==> src/rtl/tsck_pkg.sv <==
package tsck_pkg;

    localparam int CAP_W = 3;

    typedef enum logic [1:0] {
        ST_IDLE  = 2'd0,
        ST_ARMED = 2'd1,
        ST_RUN   = 2'd2
    } tsck_state_e;

    localparam logic [1:0] A_TGT_LO = 2'd0;
    localparam logic [1:0] A_TGT_HI = 2'd1;
    localparam logic [1:0] A_CTRL   = 2'd2;
    localparam logic [1:0] A_STAT   = 2'd3;

    typedef struct packed {
        logic [CAP_W-1:0] cap;
        logic             late;
        logic             running;
        logic             armed;
    } tsck_stat_t;

    function automatic logic [7:0] stat_byte(tsck_stat_t s);
        return {1'b0, s.cap, 1'b0, s.late, s.running, s.armed};
    endfunction

endpackage

==> src/rtl/tsck_regs.sv <==
module tsck_regs import tsck_pkg::*; #(
    parameter int TS_W = 48,
    parameter int DW   = 32
) (
    input  logic            clk,
    input  logic            rst,
    input  logic            wr,
    input  logic [1:0]      waddr,
    input  logic [DW-1:0]   wdata,
    input  logic [1:0]      raddr,
    input  logic            idle,
    input  tsck_stat_t      stat,
    output logic [TS_W-1:0] target,
    output logic            arm_req,
    output logic            dis_req,
    output logic [DW-1:0]   rdata
);
    localparam int HI_W = TS_W - DW;

    logic [TS_W-1:0] target_q;
    logic            en_q;
    logic            unused_wdata;

    assign unused_wdata = ^wdata;
    assign target  = target_q;
    assign arm_req = wr && (waddr == A_CTRL) &&  wdata[0];
    assign dis_req = wr && (waddr == A_CTRL) && !wdata[0];

    always_ff @(posedge clk) begin
        if (rst) begin
            target_q <= '0;
            en_q     <= 1'b0;
        end else if (wr) begin
            if (waddr == A_TGT_LO && idle) target_q[DW-1:0]    <= wdata;
            if (waddr == A_TGT_HI && idle) target_q[TS_W-1:DW] <= wdata[HI_W-1:0];
            if (waddr == A_CTRL)           en_q                <= wdata[0];
        end
    end

    always_comb begin
        unique case (raddr)
            A_TGT_LO: rdata = target_q[DW-1:0];
            A_TGT_HI: rdata = {{(DW-HI_W){1'b0}}, target_q[TS_W-1:DW]};
            A_CTRL:   rdata = {{(DW-1){1'b0}}, en_q};
            default:  rdata = {{(DW-8){1'b0}}, stat_byte(stat)};
        endcase
    end

    // the target does not move while the block is armed or running
    assert_target_frozen_R8: assert property (@(posedge clk) disable iff (rst)
        (wr && (waddr == A_TGT_LO || waddr == A_TGT_HI) && !idle) |=> $stable(target_q))
        else $error("target changed outside idle");

endmodule

==> src/rtl/tsck_cmp.sv <==
module tsck_cmp import tsck_pkg::*; #(
    parameter int TS_W = 48
) (
    input  logic             clk,
    input  logic             rst,
    input  logic             active,
    input  logic [TS_W-1:0]  ts_now,
    input  logic [TS_W-1:0]  target,
    output logic             ge_now,
    output logic             hit_q,
    output logic [CAP_W-1:0] lsb_q
);
    assign ge_now = (ts_now >= target);

    always_ff @(posedge clk) begin
        if (rst) begin
            hit_q <= 1'b0;
            lsb_q <= '0;
        end else begin
            hit_q <= active && ge_now;
            lsb_q <= ts_now[CAP_W-1:0];
        end
    end

    // a registered hit always comes from a cycle whose timestamp reached the target
    assert_hit_has_reached_R5: assert property (@(posedge clk) disable iff (rst)
        hit_q |-> $past(ts_now >= target))
        else $error("compare hit without timestamp >= target");

endmodule

==> src/rtl/tsck_div.sv <==
module tsck_div #(
    parameter int DIV = 4
) (
    input  logic clk,
    input  logic rst,
    input  logic start,
    input  logic run,
    output logic clk_o
);
    localparam int HALF = DIV / 2;
    localparam int CW   = (DIV > 2) ? $clog2(DIV) : 1;

    generate
        if (DIV == 2) begin : g_toggle
            always_ff @(posedge clk) begin
                if (rst)        clk_o <= 1'b0;
                else if (start) clk_o <= 1'b1;
                else if (run)   clk_o <= !clk_o;
                else            clk_o <= 1'b0;
            end
        end else begin : g_count
            logic [CW-1:0] cnt_q;
            logic [CW-1:0] cnt_n;
            assign cnt_n = (cnt_q == CW'(DIV - 1)) ? '0 : cnt_q + 1'b1;
            always_ff @(posedge clk) begin
                if (rst) begin
                    cnt_q <= '0;
                    clk_o <= 1'b0;
                end else if (start) begin
                    cnt_q <= '0;
                    clk_o <= 1'b1;
                end else if (run) begin
                    cnt_q <= cnt_n;
                    clk_o <= (cnt_n < CW'(HALF));
                end else begin
                    cnt_q <= '0;
                    clk_o <= 1'b0;
                end
            end
        end
    endgenerate

    // the first divided cycle is high right after the start edge
    assert_first_phase_high_R10: assert property (@(posedge clk) disable iff (rst)
        start |=> clk_o)
        else $error("divided clock did not begin high");

    // the output is held low whenever the divider is not running
    assert_gate_closed_R9: assert property (@(posedge clk) disable iff (rst)
        (!start && !run) |=> !clk_o)
        else $error("divided clock leaked while stopped");

endmodule

==> src/rtl/ts_sched_clk_start.sv <==
module ts_sched_clk_start import tsck_pkg::*; #(
    parameter int TS_W = 48,
    parameter int DW   = 32,
    parameter int DIV  = 4
) (
    input  logic            clk,
    input  logic            rst,
    input  logic [TS_W-1:0] ts_now,
    input  logic            cfg_wr,
    input  logic [1:0]      cfg_addr,
    input  logic [DW-1:0]   cfg_wdata,
    input  logic [1:0]      cfg_raddr,
    output logic [DW-1:0]   cfg_rdata,
    output logic            fe_clk
);
    tsck_state_e      st_q, st_d;
    logic             arm_req, dis_req, arm, start, run_keep, idle;
    logic             ge_now, hit_q, late_q;
    logic [CAP_W-1:0] lsb_q, cap_q;
    logic [TS_W-1:0]  target;
    tsck_stat_t       stat;

    assign idle     = (st_q == ST_IDLE);
    assign arm      = arm_req && idle;
    assign start    = (st_q == ST_ARMED) && hit_q && !dis_req;
    assign run_keep = (st_q == ST_RUN) && !dis_req;

    always_comb begin
        st_d = st_q;
        if (dis_req)    st_d = ST_IDLE;
        else if (arm)   st_d = ST_ARMED;
        else if (start) st_d = ST_RUN;
    end

    always_ff @(posedge clk) begin
        if (rst) begin
            st_q   <= ST_IDLE;
            late_q <= 1'b0;
            cap_q  <= '0;
        end else begin
            st_q <= st_d;
            if (arm) begin
                late_q <= ge_now;
                cap_q  <= '0;
            end else if (start) begin
                cap_q <= lsb_q;
            end
        end
    end

    always_comb begin
        stat.cap     = cap_q;
        stat.late    = late_q;
        stat.running = (st_q == ST_RUN);
        stat.armed   = (st_q == ST_ARMED);
    end

    tsck_regs #(.TS_W(TS_W), .DW(DW)) u_regs (
        .clk(clk), .rst(rst), .wr(cfg_wr), .waddr(cfg_addr), .wdata(cfg_wdata),
        .raddr(cfg_raddr), .idle(idle), .stat(stat), .target(target),
        .arm_req(arm_req), .dis_req(dis_req), .rdata(cfg_rdata)
    );

    tsck_cmp #(.TS_W(TS_W)) u_cmp (
        .clk(clk), .rst(rst), .active((st_q == ST_ARMED) && !dis_req),
        .ts_now(ts_now), .target(target), .ge_now(ge_now),
        .hit_q(hit_q), .lsb_q(lsb_q)
    );

    tsck_div #(.DIV(DIV)) u_div (
        .clk(clk), .rst(rst), .start(start), .run(run_keep), .clk_o(fe_clk)
    );

    // an enable write while idle arms the block at that edge
    assert_arm_R3: assert property (@(posedge clk) disable iff (rst)
        (arm_req && idle) |=> (st_q == ST_ARMED))
        else $error("enable did not arm");

    // a hit seen while armed leads to running on the next edge
    assert_start_after_hit_R4: assert property (@(posedge clk) disable iff (rst)
        ((st_q == ST_ARMED) && hit_q && !dis_req) |=> (st_q == ST_RUN))
        else $error("armed hit did not start the clock");

    // captured bits are the timestamp bits from the compare edge
    assert_capture_R6: assert property (@(posedge clk) disable iff (rst)
        $rose(st_q == ST_RUN) |-> (cap_q == $past(ts_now[CAP_W-1:0], 2)))
        else $error("captured timestamp bits are wrong");

    // the late flag reflects the compare at the arming edge
    assert_late_R7: assert property (@(posedge clk) disable iff (rst)
        (arm_req && idle) |=> (late_q == $past(ts_now >= target)))
        else $error("late flag wrong after arm");

    // a disable write always returns the block to idle
    assert_disable_R9: assert property (@(posedge clk) disable iff (rst)
        dis_req |=> (st_q == ST_IDLE))
        else $error("disable did not reach idle");

endmodule

==> config.mk <==
export PLATFORM = sky130hd
export DESIGN_NAME = ts_sched_clk_start
export DESIGN_NICKNAME = d
export VERILOG_FILES = /design/src/rtl/tsck_pkg.sv /design/src/rtl/tsck_regs.sv /design/src/rtl/tsck_cmp.sv /design/src/rtl/tsck_div.sv /design/src/rtl/ts_sched_clk_start.sv
export SDC_FILE = /design/constraint.sdc
export NUM_CORES = 1
export LEC_CHECK = 0
export ABC_CLOCK_PERIOD_IN_PS = 2500
export CORE_MARGIN = 8
export CORE_UTILIZATION = 40
export CTS_CLUSTER_SIZE = 10
export DETAILED_ROUTE_END_ITERATION = 16
export GPL_ROUTABILITY_DRIVEN = 0
export PLACE_DENSITY_LB_ADDON = 0.25
export SLEW_MARGIN = 10
export SYNTH_ARGS = -nofsm -noshare
export SYNTH_HDL_FRONTEND = slang
export SYNTH_HIERARCHICAL = 1
export SYNTH_SLANG_ARGS = --single-unit
==> constraint.sdc <==
create_clock -name clk -period 2.5 [get_ports clk]
set_input_delay 0.5 -clock clk [delete_from_list [all_inputs] [get_ports clk]]
set_output_delay 0.5 -clock clk [all_outputs]
set_load 0.01 [all_outputs]
Yosys cells after proc, flatten, opt, wreduce, memory -nomap -nowiden --
Cells that the tools add are included.
Storage, ports and cells: input port bits 87, word-level logic and storage cells 52, bits in registers 62, output and inout port bits 33
Cells by class: $add $sub $neg 1, reduce and logical (&&, ||, !) cells 24, magnitude comparators 2, bitwise operators 1, equal/unequal tests 7, multiplexer cells 6
Operators with widths (number):
- $pmux 32 s3 | 1
- $ge 48x48->1 | 1
- $logic_and 1x1->1 | 11
- $eq 2x2->1 const B | 4
- $eq 2x1->1 const B | 3
- $logic_not 2->1 | 3
- $reduce_and 2->1 | 3
- $reduce_or 3->1 | 2
- $mux 1 | 4
- $reduce_or 2->1 | 2
- $add 2x1->2 const B | 1
- $logic_not 1->1 | 2
- $lt 2x2->1 const B | 1
- $mux 2 | 1
- $reduce_bool 2->1 | 1
- $not 1->1 | 1

Depth between registers and ports, before layout --
depth after elaboration 7, gate-level depth with buffers 9

Modules after synthesis --
Netlist, hierarchy kept.
Modules (own cells, without submodules):
- tsck_regs | sequential area each 980.9 µm², instances 1, area an instance 2528.7 µm², cells each 258
- tsck_cmp | sequential area each 80.1 µm², instances 1, area an instance 1351.3 µm², cells each 177
- ts_sched_clk_start | sequential area each 120.1 µm², instances 1, area an instance 269.0 µm², cells each 28
- tsck_div | sequential area each 60.1 µm², instances 1, area an instance 126.4 µm², cells each 10

Least setup slack after synthesis --
Ideal clock, no wire load.
path kind input to register, start in ts_now[0], end reg late_q, path slack 389 ps, data arrival time 1997 ps, data required time 2386 ps, library setup time 114 ps, cell stages on the path 9, cells stage by stage inv_1 ha_1 nand2b_1 a2111oi_1 nor4b_1 o31ai_1 nand3_1 mux2i_1 nor2_1
Between the ends: longest elaborated chain between the ends 1
RTL lines:
- from (decl) | line ts_sched_clk_start.sv:8 | input logic [TS_W-1:0] ts_now,
- $ge 48x48->1 | line tsck_cmp.sv:13 | assign ge_now = (ts_now >= target);
- named net ge_now | line ts_sched_clk_start.sv:18 | logic ge_now, hit_q, late_q;
- to (signal assigned) | line ts_sched_clk_start.sv:43 | late_q <= ge_now;
- to (decl) | line ts_sched_clk_start.sv:18
The timed path passes the listed nets, and every way through them passes these cells. A chain may end at the register's enable or synchronous reset.

Final worst setup path --
start in cfg_raddr[0], end out cfg_rdata[3]
Between the ends: longest elaborated chain between the ends 2, elaborated cells on any way between the ends 4
RTL lines:
- from (decl) | line ts_sched_clk_start.sv:12 | input logic [1:0] cfg_raddr,
- $eq 2x2->1 (tied with other cells) | line tsck_regs.sv:41 | unique case (raddr)
- $pmux 32 s3 (*) | line tsck_regs.sv:41
- to (decl) | line ts_sched_clk_start.sv:13 | output logic [DW-1:0] cfg_rdata,
Every way passes the cells marked *; elsewhere a longest branch is shown, timed or not.

==> impl_results.md <==
- Status: finished, final reports clean
- Synth Area in XOR/XNOR: 0%
- Gate power share: 19.7%
- CTS Hold Bufs: 0
- Post-route ant nets: 0
- # fillers: 981
- Sw Share: 24.29%
- Die X-Extent: 119.4 µm
- Post-synthesis compound-gate area fraction: 6.497%
- Setup crit start: cfg_raddr[0]
- Ant diodes: 0
- Critical Path End Type: output port
- Detailed Route WL: 11,400 µm
- WP data required: 2.00 ns
- Root Driver: clkbuf_8
- R2R depth: 9
- DRT Pass-1 Iters: 4
- Cell taking the most area after synthesis: dfxtp_1
- Clk pwr share: 40.4%
- GR Util All Layers: 15.58%
- CP Capture Point: cfg_rdata[3]
- Post-layout power: 0.002611 W
- DPL Wire Length: 8942 µm
- LEAKAGE: 2.532 nW
- Number of max-cap violations: 0
- GRT overflow: 0
- Core area: 10,370 µm²
- Area Growth Syn to Fin: 38.05%
- Ys async rst share: 0%
- Mapped Nets: 609
- H-tree depth: 3
- Iteration-0 DRC Markers: 118
- Min Tclk post-route: 2.451 ns
- Number of I/O pins: 120
- RSZ-0062 raised after global routing: no
- Synth Flop Type: dfxtp_1
- Final Skew: 0.005391 ns
- Sequential area share after synthesis: 29.03%
- Die H: 119.4 µm
- Largest net degree at the start of global routing: 93
- Top cell type's share of synthesized area: 29.03%
- CTS sink count: 62
- Final Hold Vio Count: 0
- Vias in the first global route: 3,753
- Vias per inst: 4.809
- Hold Crit Class: reg2reg
- Yosys warns: 6
- Seq pwr share: 40.0%
- Top post-synthesis cells by area: dfxtp_1, mux2i_1, ha_1
- Final cycle utilization of the critical path: 98.04%
- TritonCTS clock tree: built
- Worst-skew pair later-pin latency: 0.33 ns
- Post-synthesis cell type count: 46
- CTS buffer count: 9
- Die ar.: 14,250 µm²
- Max Clk Rate: 0.4080 GHz
- Worst-margin pin slew: 0.4159 ns
- Reg clk slew, reported paths: 0.07 ns
- Slew headroom: 72.21%
- Post-detailed-route DRC marker count: 0
- PortBufs: 119
- Setup TNS: 0 ns
- Simple-Gate Fraction of Synth Area: 25.34%
- Adder-cell share of the synthesized area: 14.34%
- Synth Register Bits: 62
- Most frequent cell after synthesis: nand2b_1
- Layout cells sized above 1: 8.731%
- Max VDD drop: 0.3061 mV
- Worst Setup Start Kind: input pin
- Int Pwr: 0.001977 W
- Largest family of logic cells by synthesized area: simple AND/OR/NAND/NOR gates
- Starting Density: 41.23%
- Reg-to-reg setup timing slack: 0.40 ns
- Post-synth top cells: nand2b_1, mux2i_1, dfxtp_1
- # nets final: 738
- CTS Buffer Depth: 2
- Slew Viols, Final: 0
- Crit path max fanout: 9
- Post-Synthesis Cell Area: 4275 µm²
- Post-synthesis mux area share: 16.45%
- Arrival time at the worst endpoint: 1.95 ns
- Setup Buffers After CTS: 0
- RR Startpoint: u_regs/target[35]$_SDFFE_PP0P_
- Avg WL per Cell: 15.35 µm
- Final setup violating endpoints: 0
- Mean post-synth cell area: 9.039 µm²
- Switch Pwr: 0.0006344 W
- First-pass GRT wire length: 18,150 µm
- Fin Hold WS: 0.4534 ns
- Pwr/cell area: 442.4 nW/µm²
- Post-synth EDFFs: 0
- Post-Synthesis Cells: 473
- Crit path kind: in2out
- Initial antenna violation count: 0
- Reg-to-Reg End: late_q$_SDFFE_PP0P_
- Row cnt: 37
- Vias: 3,573
logic make-up after synthesis:
logic type | Yosys count
simple gates | 175
buf+inv | 74
mux | 69
flops | 62
fa+ha+maj | 49
compound gates | 44
state kept, by name, indices dropped and copies added (netlist names):
register / count
u_cmp/hit_q: 1
u_regs/target: 48
u_cmp/lsb_q: 3
late_q: 1
cap_q: 3
u_div/clk_o: 1
st_q: 2
u_div/g_count.cnt_q: 2
u_regs/en_q: 1
area by class of cell:
cell class	instances	area, µm²	share of cell area (%)
sequential	62	1241	21.03
timing repair buffer	139	1364	23.11
multi-input combinational	337	2690	45.58
tap	136	170.2	2.883
clock buffer	10	127.6	2.162
clock inverter	6	110.1	1.866
inverter	53	198.9	3.371
worst min-delay path by stage:
stage,start,end,slack (ns),cells after the start
2_1_floorplan,u_div/g_count.cnt_q[0]$_SDFF_PP0_,u_div/g_count.cnt_q[0]$_SDFF_PP0_,0.42,1
3_3_place_gp,u_div/g_count.cnt_q[0]$_SDFF_PP0_,u_div/g_count.cnt_q[0]$_SDFF_PP0_,0.43,1
3_5_place_dp,u_div/g_count.cnt_q[0]$_SDFF_PP0_,u_div/g_count.cnt_q[0]$_SDFF_PP0_,0.44,1
4_1_cts,u_div/g_count.cnt_q[0]$_SDFF_PP0_,u_div/g_count.cnt_q[0]$_SDFF_PP0_,0.45,1
5_1_grt,u_div/g_count.cnt_q[0]$_SDFF_PP0_,u_div/g_count.cnt_q[0]$_SDFF_PP0_,0.48,1
6_report,u_div/g_count.cnt_q[0]$_SDFF_PP0_,u_div/g_count.cnt_q[0]$_SDFF_PP0_,0.45,1
power groups by stage:
stage	clock [W]	combinational [W]	sequential (W)
2_1_floorplan	0	0.000270	0.00106
3_3_place_gp	0	0.000502	0.00106
3_5_place_dp	0	0.000514	0.00107
4_1_cts	0.00107	0.000517	0.00104
5_1_grt	0.00112	0.000566	0.00105
6_report	0.00105	0.000514	0.00104
through the flow:
step | cell area [µm²] | utilization [%] | setup slack [ns] | std cells
floorplan | 4275 | - | 0.3890 | 473
global placement | 5654 | 54.52 | -0.1876 | 726
detailed placement | 5654 | 54.52 | -0.2716 | 726
CTS | 5887 | 56.77 | -0.03945 | 743
global route | 5902 | 56.91 | 0.006521 | 743
finish | 5902 | 56.91 | 0.04889 | 743
critical path, stage by stage:
cell,delay (ns)
clkdlybuf4s50_1,0.50
buf_6,0.17
mux2i_1,0.08
nor2_1,0.12
clkdlybuf4s50_1,0.57
placed cells by master, fill, tap and decap left out, drive strengths merged, types with 2 or more instances in the layout:
| cell type | instances |
|---|---|
| and4bb | 2 |
| clkdlybuf4s50 | 86 |
| a21oi | 21 |
| bufinv | 3 |
| nand4 | 8 |
| nor3b | 2 |
| ha | 49 |
| dlymetal6s2s | 4 |
| nand3 | 11 |
| nor3 | 4 |
| and2 | 16 |
| nor4 | 2 |
| buf | 21 |
| nor2 | 22 |
| nor2b | 5 |
| mux2i | 68 |
| a21o | 2 |
| dlygate4sd2 | 28 |
| and4 | 3 |
| nand2b | 85 |
| nand2 | 10 |
| inv | 53 |
| clkinvlp | 2 |
| clkbuf | 10 |
| o21ai | 9 |
| o21a | 3 |
| dfxtp | 62 |
| a221o | 3 |
routing by layer:
layer	share of wire (%)	vias up	global-route usage, %
met2	49	69	27.50
met3	3.8	9	2.740
met4	1.1	0	4.918
met1	46	1646	18.77
li1	-	1849	-
met5	0	-	0
timing repair:
item	4_1_cts	5_1_grt
resized for setup	35	5
cloned	1	0
endpoints found under the setup margin	31	5
Power figures use the tool's default switching activity.
